[src/rtl/lp_turnaround_pkg.sv]
package lp_turnaround_pkg;

  localparam logic [1:0] LINE_00 = 2'b00;
  localparam logic [1:0] LINE_10 = 2'b10;
  localparam logic [1:0] LINE_11 = 2'b11;

  // strobes from control to the timing datapath
  typedef struct packed {
    logic       tmrLoad;   // reload step timer with mult * LPX
    logic [2:0] tmrMult;   // number of LPX periods for the new step
    logic       toLoad;    // reload the response wait window
  } taStrb_t;

  typedef enum logic [3:0] {
    S_TXIDLE, S_RQ11, S_RQ10A, S_RQ00A, S_RQ10B, S_GOBR,
    S_W00, S_W10, S_RXIDLE, S_SURE, S_GETBR, S_GET10
  } taState_e;

endpackage

[src/rtl/lp_ta_datapath.sv]
module lp_ta_datapath
  import lp_turnaround_pkg::*;
#(
  parameter int LPX_W = 8,
  parameter int TO_W  = 12
) (
  input  logic             clk,
  input  logic             rstN,
  input  logic [LPX_W-1:0] lpxCycles,
  input  logic [TO_W-1:0]  toCycles,
  input  logic [1:0]       lineIn,
  input  taStrb_t          strb,
  output logic             tmrDone,
  output logic             toDone,
  output logic             takeEdge
);

  localparam int TMR_W = LPX_W + 3;

  logic [TMR_W-1:0] tmr, lpxEff, tmrLoadVal;
  logic [TO_W-1:0]  toCnt, toLoadVal;
  logic [1:0]       lastLine;

  // a zero period is treated as one cycle
  assign lpxEff     = (lpxCycles == '0) ? TMR_W'(1) : TMR_W'(lpxCycles);
  assign tmrLoadVal = lpxEff * TMR_W'(strb.tmrMult) - TMR_W'(1);
  assign toLoadVal  = (toCycles == '0) ? '0 : toCycles - TO_W'(1);

  always_ff @(posedge clk or negedge rstN) begin
    if (!rstN) begin
      tmr      <= '0;
      toCnt    <= '0;
      lastLine <= LINE_11;
    end else begin
      lastLine <= lineIn;
      if (strb.tmrLoad)   tmr <= tmrLoadVal;
      else if (tmr != '0) tmr <= tmr - TMR_W'(1);
      if (strb.toLoad)      toCnt <= toLoadVal;
      else if (toCnt != '0) toCnt <= toCnt - TO_W'(1);
    end
  end

  assign tmrDone  = (tmr == '0);
  assign toDone   = (toCnt == '0);
  assign takeEdge = (lineIn == LINE_10) && (lastLine == LINE_11);


  tmr_count_chk: assert property (@(posedge clk) disable iff (!rstN)
    (!$past(strb.tmrLoad) && $past(tmr) != '0) |-> tmr == $past(tmr) - TMR_W'(1));


  to_count_chk: assert property (@(posedge clk) disable iff (!rstN)
    (!$past(strb.toLoad) && $past(toCnt) != '0) |-> toCnt == $past(toCnt) - TO_W'(1));

endmodule

[src/rtl/lp_ta_ctrl.sv]
module lp_ta_ctrl
  import lp_turnaround_pkg::*;
(
  input  logic       clk,
  input  logic       rstN,
  input  logic       giveReq,
  input  logic       sureLong,
  input  logic [1:0] lineIn,
  input  logic       tmrDone,
  input  logic       toDone,
  input  logic       takeEdge,
  output taStrb_t    strb,
  output logic [1:0] lineOut,
  output logic       driveEn,
  output logic       dirRx,
  output logic       done,
  output logic       err
);

  taState_e st, stNext;
  logic     doneNext, errNext;

  always_comb begin
    stNext   = st;
    strb     = '0;
    doneNext = 1'b0;
    errNext  = 1'b0;
    unique case (st)
      S_TXIDLE: if (giveReq) begin
        stNext = S_RQ11; strb.tmrLoad = 1'b1; strb.tmrMult = 3'd1;
      end
      S_RQ11: if (tmrDone) begin
        stNext = S_RQ10A; strb.tmrLoad = 1'b1; strb.tmrMult = 3'd1;
      end
      S_RQ10A: if (tmrDone) begin
        stNext = S_RQ00A; strb.tmrLoad = 1'b1; strb.tmrMult = 3'd1;
      end
      S_RQ00A: if (tmrDone) begin
        stNext = S_RQ10B; strb.tmrLoad = 1'b1; strb.tmrMult = 3'd1;
      end
      S_RQ10B: if (tmrDone) begin
        stNext = S_GOBR; strb.tmrLoad = 1'b1; strb.tmrMult = 3'd4;
      end
      S_GOBR: if (tmrDone) begin
        stNext = S_W00; strb.toLoad = 1'b1;
      end
      S_W00: begin
        if (lineIn == LINE_00) begin
          stNext = S_W10; strb.toLoad = 1'b1;
        end else if (toDone) begin
          stNext = S_TXIDLE; errNext = 1'b1;
        end
      end
      S_W10: begin
        if (lineIn == LINE_10) begin
          stNext = S_RXIDLE; doneNext = 1'b1;
        end else if (toDone) begin
          stNext = S_TXIDLE; errNext = 1'b1;
        end
      end
      S_RXIDLE: if (takeEdge) begin
        stNext = S_SURE; strb.tmrLoad = 1'b1;
        strb.tmrMult = sureLong ? 3'd2 : 3'd1;
      end
      S_SURE: if (tmrDone) begin
        stNext = S_GETBR; strb.tmrLoad = 1'b1; strb.tmrMult = 3'd5;
      end
      S_GETBR: if (tmrDone) begin
        stNext = S_GET10; strb.tmrLoad = 1'b1; strb.tmrMult = 3'd1;
      end
      S_GET10: if (tmrDone) begin
        stNext = S_TXIDLE; doneNext = 1'b1;
      end
      default: stNext = S_TXIDLE;
    endcase
  end

  always_ff @(posedge clk or negedge rstN) begin
    if (!rstN) begin
      st   <= S_TXIDLE;
      done <= 1'b0;
      err  <= 1'b0;
    end else begin
      st   <= stNext;
      done <= doneNext;
      err  <= errNext;
    end
  end

  always_comb begin
    lineOut = LINE_11;
    driveEn = 1'b0;
    dirRx   = 1'b0;
    case (st)
      S_TXIDLE, S_RQ11:           driveEn = 1'b1;
      S_RQ10A, S_RQ10B, S_GET10:  begin driveEn = 1'b1; lineOut = LINE_10; end
      S_RQ00A, S_GOBR, S_GETBR:   begin driveEn = 1'b1; lineOut = LINE_00; end
      S_W00, S_W10, S_RXIDLE, S_SURE: dirRx = 1'b1;
      default: ;
    endcase
  end


  pulse_excl_chk: assert property (@(posedge clk) disable iff (!rstN) !(done && err));


  done_single_chk: assert property (@(posedge clk) disable iff (!rstN) done |=> !done);


  err_home_chk: assert property (@(posedge clk) disable iff (!rstN)
    err |-> (driveEn && !dirRx && lineOut == LINE_11));


  rx_nodrive_chk: assert property (@(posedge clk) disable iff (!rstN)
    dirRx |-> (!driveEn && lineOut == LINE_11));


  done_rx_chk: assert property (@(posedge clk) disable iff (!rstN)
    (done && dirRx) |-> $past(lineIn) == LINE_10);


  done_tx_chk: assert property (@(posedge clk) disable iff (!rstN)
    (done && !dirRx) |-> $past(lineOut) == LINE_10);

endmodule

[src/rtl/lp_turnaround.sv]
module lp_turnaround
  import lp_turnaround_pkg::*;
#(
  parameter int LPX_W = 8,
  parameter int TO_W  = 12
) (
  input  logic             clk,
  input  logic             rstN,
  input  logic [LPX_W-1:0] lpxCycles,
  input  logic [TO_W-1:0]  toCycles,
  input  logic             sureLong,
  input  logic             giveReq,
  input  logic [1:0]       lineIn,
  output logic [1:0]       lineOut,
  output logic             driveEn,
  output logic             dirRx,
  output logic             done,
  output logic             err
);

  taStrb_t strb;
  logic    tmrDone, toDone, takeEdge;

  lp_ta_ctrl ctrl_i (
    .clk(clk), .rstN(rstN), .giveReq(giveReq), .sureLong(sureLong),
    .lineIn(lineIn), .tmrDone(tmrDone), .toDone(toDone), .takeEdge(takeEdge),
    .strb(strb), .lineOut(lineOut), .driveEn(driveEn), .dirRx(dirRx),
    .done(done), .err(err)
  );

  lp_ta_datapath #(.LPX_W(LPX_W), .TO_W(TO_W)) dp_i (
    .clk(clk), .rstN(rstN), .lpxCycles(lpxCycles), .toCycles(toCycles),
    .lineIn(lineIn), .strb(strb), .tmrDone(tmrDone), .toDone(toDone),
    .takeEdge(takeEdge)
  );

endmodule

[config.mk]
export PLATFORM = sky130hd
export DESIGN_NAME = lp_turnaround
export DESIGN_NICKNAME = d
export VERILOG_FILES = /design/src/rtl/lp_turnaround_pkg.sv /design/src/rtl/lp_ta_datapath.sv /design/src/rtl/lp_ta_ctrl.sv /design/src/rtl/lp_turnaround.sv
export SDC_FILE = /design/constraint.sdc
export NUM_CORES = 1
export LEC_CHECK = 0
export CORE_MARGIN = 10
export CORE_UTILIZATION = 60
export CTS_BUF_LIST = sky130_fd_sc_hd__clkbuf_4 sky130_fd_sc_hd__clkbuf_8
export DETAILED_ROUTE_END_ITERATION = 12
export PLACE_DENSITY = 0.84
export SLEW_MARGIN = 20
export SYNTH_ARGS = -nofsm -noshare
export SYNTH_HDL_FRONTEND = slang
export SYNTH_SLANG_ARGS = --single-unit
export TNS_END_PERCENT = 10
[constraint.sdc]
create_clock -name clk -period 5.6 [get_ports clk]
set_input_delay 0.84 -clock clk [delete_from_list [all_inputs] [get_ports clk]]
set_output_delay 0.84 -clock clk [all_outputs]
set_load 0.01 [all_outputs]
# After elaboration in Yosys (flattened, before gate mapping)
# Index checks and enable logic that the tools add are counted.
dict set report totals {
  word_cells 90
  register_bits 31
  inputBits 26
  memories 0
  latch_bits 0
  rom_bits 0
  output_inout_bits 6
  ramBits 0
}
dict set report op_classes {
  multipliers 1
  n_reduce_logical 17
  bitwise_logic 0
  n_eq_ne 23
  magnitude_cmp 0
  n_addsub 4
  mux 39
  shifts 0
  div 0
}
# cell n
set op_table {}
lappend op_table {{$mux 4} 18}
lappend op_table {{$pmux 4 s12} 1}
lappend op_table {{$mux 12} 3}
lappend op_table {{$logic_not 12->1} 2}
lappend op_table {{$sub 12x1->12 const B} 2}
lappend op_table {{$mux 11} 2}
lappend op_table {{$sub 11x1->11 const B} 2}
lappend op_table {{$pmux 4 s5} 1}
lappend op_table {{$ne 2x1->1 const B} 9}
lappend op_table {{$eq 4x3->1 const B} 4}
lappend op_table {{$eq 4x4->1 const B} 4}
lappend op_table {{$reduce_bool 12->1} 1}
lappend op_table {{$logic_not 11->1} 1}
lappend op_table {{$mul 11x3->11} 1}
lappend op_table {{$reduce_bool 11->1} 1}
lappend op_table {{$reduce_and 10->1} 1}
lappend op_table {{$eq 4x2->1 const B} 2}
lappend op_table {{$logic_not 8->1} 1}
lappend op_table {{$mux 1} 8}
lappend op_table {{$mux 8} 1}
lappend op_table {{$reduce_or 4->1} 2}
lappend op_table {{$reduce_or 8->1} 1}
lappend op_table {{$pmux 1 s2} 3}
lappend op_table {{$reduce_or 3->1} 2}
lappend op_table {{9 further kinds} 11}

# Depth between registers and ports, before layout
dict set report depth {
  depth_word 7
  depth_mapped 16
  depth_no_buf 16
}

# Cells and area by module
# From an unflattened synthesis, not the netlist that was laid out.
dict set report hier_totals {
  cells_unflattened 355
  area_unflattened_um2 2974.1
}
# module cells_each instances area_per_inst_um2 seq_area_each_um2
set by_module_without_submodules {}
lappend by_module_without_submodules {lp_ta_datapath 279 1 2397.3 628.1}
lappend by_module_without_submodules {lp_ta_ctrl 76 1 576.8 150.1}

# Worst setup path before layout
# Ideal clock, no wire load.
dict set report synth_path {
  path_kind {register to register}
  startpoint {reg dp_i.tmr[3]}
  endpoint {reg dp_i.tmr[7]}
  arrival_time_ps 3809
  synth_period_minus_slack_ps 3934
  setup_time_ps 125
  required_time_ps 5475
  path_slack_ps 1666
  path_buffers 0
  stages_incl_launch_ff 15
  path_cell_list {dfrtp_1 > nor4_4 > nand3_1 > nor3_1 > nand2_1 > ha_1 > inv_1 > fa_1 > inv_1 > fa_1 > nor2b_1 > o2111ai_1 > nand3b_1 > xor2_1 > mux2_4}
}
dict set report synth_via {
  elab_chain_len 6
  elab_cells_between_ends 12
  cone_classes {add/sub (2); mul (1); mux (6); reduce/logical (3)}
}
# element line_no
set synth_rtl {}
lappend synth_rtl {{start, declared} lp_ta_datapath.sv:20} ;# logic [TMR_W-1:0] tmr, lpxEff, tmrLoadVal;
lappend synth_rtl {{start signal, assigned} lp_ta_datapath.sv:36} ;# if (strb.tmrLoad) tmr <= tmrLoadVal;
lappend synth_rtl {{start signal, assigned} lp_ta_datapath.sv:37} ;# else if (tmr != '0) tmr <= tmr - TMR_W'(1);
lappend synth_rtl {{$logic_not 11->1} lp_ta_datapath.sv:43} ;# assign tmrDone = (tmr == '0);
lappend synth_rtl {{$mux 4, on equally long branches} n/a}
lappend synth_rtl {{$pmux 4 s5} lp_ta_ctrl.sv:28} ;# unique case (st)
lappend synth_rtl {{$mul 11x3->11} lp_ta_datapath.sv:26} ;# assign tmrLoadVal = lpxEff * TMR_W'(strb.tmrMult) - TMR_W'(1);
lappend synth_rtl {{$sub 11x1->11} lp_ta_datapath.sv:26}
lappend synth_rtl {{$mux 11} lp_ta_datapath.sv:36}
# Several ways; a longest one is shown, not always the timed one. The select of a mux whose other input is x is not followed.
# A chain may end at the register's enable or synchronous reset.

# Worst setup path after layout
dict set report layout_path {
  startpoint {in lineIn[1]}
  endpoint {reg dp_i.tmr[10]}
}
dict set report layout_via {
  elab_chain_len 7
  elab_cells_between_ends 8
  cone_classes {add/sub (1); mul (1); eq/ne (1); mux (3); reduce/logical (2)}
}
# element line_no
set layout_rtl {}
lappend layout_rtl {{start, declared} lp_turnaround.sv:13} ;# input logic [1:0] lineIn,
lappend layout_rtl {{$eq 2x2->1 (*)} lp_ta_datapath.sv:45} ;# assign takeEdge = (lineIn == LINE_10) && (lastLine == LINE_11);
lappend layout_rtl {{$logic_and 1x1->1 (*)} lp_ta_datapath.sv:45}
lappend layout_rtl {{$mux 4 (*)} lp_ta_ctrl.sv:61} ;# S_RXIDLE: if (takeEdge) begin
lappend layout_rtl {{$pmux 4 s5 (*)} lp_ta_ctrl.sv:28}
lappend layout_rtl {{$mul 11x3->11} lp_ta_datapath.sv:26}
lappend layout_rtl {{$sub 11x1->11} lp_ta_datapath.sv:26}
lappend layout_rtl {{$mux 11} lp_ta_datapath.sv:36}
# Every way passes the cells marked *; elsewhere a longest branch is shown, timed or not.

==> run_results.csv <==
group,metric,value,unit
sta,max_freq,0.224,GHz
layout,diodes,0,
layout,area_delta_synth_final,15.1,%
yosys,synth_top_area_cell,"dfrtp_1",
layout,fillers,419,
yosys,synth-edff-count,0,
global_routing,overflow,0,
sta,slew_violations,0,
power,power_density,346,mW/mm2
worst_setup_path,r2r_slack,1.14,ns
yosys,synthFlopType,"dfrtp_1",
route,drt_iter0_markers,145,
route,post_drt_wl_per_cell,14.7,um
layout,multi_input_area,0.00214,mm2
worst_setup_path,cp-start-kind,"input port",
sta,timing.hold.ws,0.590,ns
route,drt-met1-wl,3.09,mm
die,die_y,91.7,um
yosys,syn_area,0.00309,mm2
route,drcViolationCount,0,
die,io_pins,32,
sta,tightest_slew,0.746,ns
yosys,synth.distinct_cells,57,
yosys,async_flop_share,100,%
sta,rsz0062_at_grt,"false",
route,drt-total-wl,6.99,mm
place,place_area,0.00344,mm2
route,via_per_inst,5.89,
yosys,syn_nets,433,
place,hpwl,5.50,mm
layout,finish.instance_area,0.00355,mm2
global_routing,grt_pass1_wl,12.3,mm
die,dieArea,0.00841,mm2
sta,finalHoldViolCount,0,
yosys,synth.top_cells.by_area,"dfrtp_1 24%, ha_1 9.3%, nand2_1 5.1%",
power,total_power,1230,uW
layout,layout_commonest_cell,"nand2_1",
route,highest_layer,"met4",
yosys,synth_top_family_by_area,"simple AND/OR/NAND/NOR gates",
yosys,syn_avg_cell_area,8.19,um2
power,p_leak,0.00143,uW
yosys,synth-xor-area-share,9.08,%
layout,mostFrequentLayoutCells,"42 x nand2_1, 31 x clkdlybuf4s50_1, 30 x inv_1, 30 x nor2_1, 29 x dfrtp_1",
clock_network,postCtsSetupRepairBufs,0,
run_status,status,"completed",
global_routing,track_usage,17.1,%
clock_network,cts_resized,0,
clock_network,clk_latency,0.29,ns
yosys,synth-compound-area-share,17.3,%
sta,fin_skew,0.00994,ns
clock_network,cts_tree,"built",
clock_network,cts_buffers,5,
route,dr.pass1.iters,4,
die,core_area,0.00504,mm2
layout,seq_area,778,um2
layout,final_core_util,70.5,%
yosys,synthMuxAreaShare,3.45,%
layout,layout-drive-gt1-share,5.68,%
yosys,syn_inst,377,
clock_network,cts_num_sinks,31,
global_routing,grt_pass1_vias,2787,
worst_setup_path,crit_fanout,8,
yosys,synth.top_cell.area_share,23.5,%
sta,setup_tns,0,ns
sta,fin_crit_sh,79.8,%
run,cap_violations,0,
sta,finalSetupViolCount,0,
worst_setup_path,required,5.75,ns
power,vdd.ir_drop.worst,159,uV
yosys,synth-simple-area-share,25.3,%
worst_hold_path,min-delay-path-class,"flip-flop to flip-flop",
yosys,synth_seq_cells,31,
route,final_antenna_net_count,0,
sta,min_period,4.47,ns
global_routing,antenna_found_initial,0,
place,gp_congestion,0.833,
clock_network,cts_root_buf,"clkbuf_8",
worst_setup_path,end_kind,"flip-flop",
clock_network,hold_buffers,0,
yosys,synthAdderAreaFrac,13.9,%
clock_network,clock_path_buffers,2,
yosys,synth_seq_area_share,25.2,%
yosys,ys_warn_count,0,
global_routing,grt_max_degree,32,
layout,final_nets,460,
route,vias,2797,
die,die_w,91.7,um
die,rows,26,
clock_network,clk_pin_slew,0.06,ns
route,wl_met2,3.46,mm
place,port_buffers,31,
worst_setup_path,crit_type,"input port to flip-flop",
route,wl_met3,277,um
sta,max_slew_margin,50.2,%
clock_network,cts_max_level,2,
die,start_util,61.2,%
worst_setup_path,arrival,4.62,ns
==> layer usage <==
metal	vias up	global-route usage (%)
li1	1381	-
met1	1337	19.8
met2	63	30.4
met3	16	3.26
met4	0	6.81
met5	-	0
==> state kept, by name (all words and copies together) (netlist names) <==
| signal | flops |
|---|---|
| dp_i.toCnt | 12 |
| ctrl_i.done | 1 |
| ctrl_i.err | 1 |
| dp_i.tmr | 11 |
| ctrl_i.st | 4 |
| dp_i.lastLine | 2 |
==> synth_stat cells (2+ instances only) <==
library cell and count:
and2_1 4, dfrtp_1 29, dfstp_2 2, inv_1 30, and3_1 3, nor2_1 30
nor3b_1 3, fa_1 7, or4_1 4, o21ai_0 17, buf_2 2, o2111ai_1 2
nor4_2 3, nand4_1 2, o21ai_1 9, o211ai_1 8, a21oi_1 17, nand3_1 17
nor3_1 11, xor2_1 14, o31ai_1 4, xnor2_1 18, nand2_1 42, clkbuf_1 9
o21bai_1 2, a311oi_1 2, ha_1 23, mux2i_1 8, o41ai_1 2, nor2b_1 10
or3_1 3, nand2b_1 7, a211oi_1 3, a21o_1 3, nor4_1 5
==> power by group <==
group	internal [uW]	switching (uW)	leakage, uW	total [uW]
Sequential	312	127	0.000366	439
Clock	117	85.5	0.0000549	202
Combinational	289	297	0.00101	587
==> worst max-delay path: stages <==
cell and delay, ns:
clkdlybuf4s50_1 0.59, and4b_1 0.34, nand3_1 0.12, nor2_1 0.40, nand2_1 0.11, ha_1 0.29
inv_1 0.05, fa_1 0.51, ha_1 0.33, a211oi_1 0.40, o211ai_1 0.17, and3_1 0.16
a311oi_1 0.20, mux2i_1 0.10
==> path summary, 6_finish.rpt <==
path                          startpoint               end  depth (start not counted)
min in group asynchronous           rstN     dp_i.toCnt[5]                          2
max in group asynchronous           rstN  dp_i.lastLine[0]                          2
hold reg to reg            dp_i.toCnt[5]     dp_i.toCnt[5]                          2
setup / recovery               lineIn[1]      dp_i.tmr[10]                         14
hold / removal             dp_i.toCnt[5]     dp_i.toCnt[5]                          2
setup reg to reg             dp_i.tmr[0]      dp_i.tmr[10]                         16
==> kinds of logic after synthesis <==
logic type      after synthesis
flops                        31
buf+inv                      44
compound gates               80
xor+xnor                     32
fa+ha+maj                    30
simple gates                150
mux                          10
==> layout make-up <==
class	instances	area share, %
repair buffers	34	9.37
flip-flops and latches	31	21.9
clock buffers	8	2.92
well taps	70	2.46
inverters	30	3.17
multi-input cells	302	60.2
==> through the flow <==
stage / std cells / setup slack (ns)
after floorplan: 377 / 1.67
final: 475 / 1.13
after detailed placement: 467 / 0.874
after global routing: 475 / 0.724
after CTS: 475 / 1.17
after global placement: 467 / 1.04
Power figures use the tool's default switching activity.
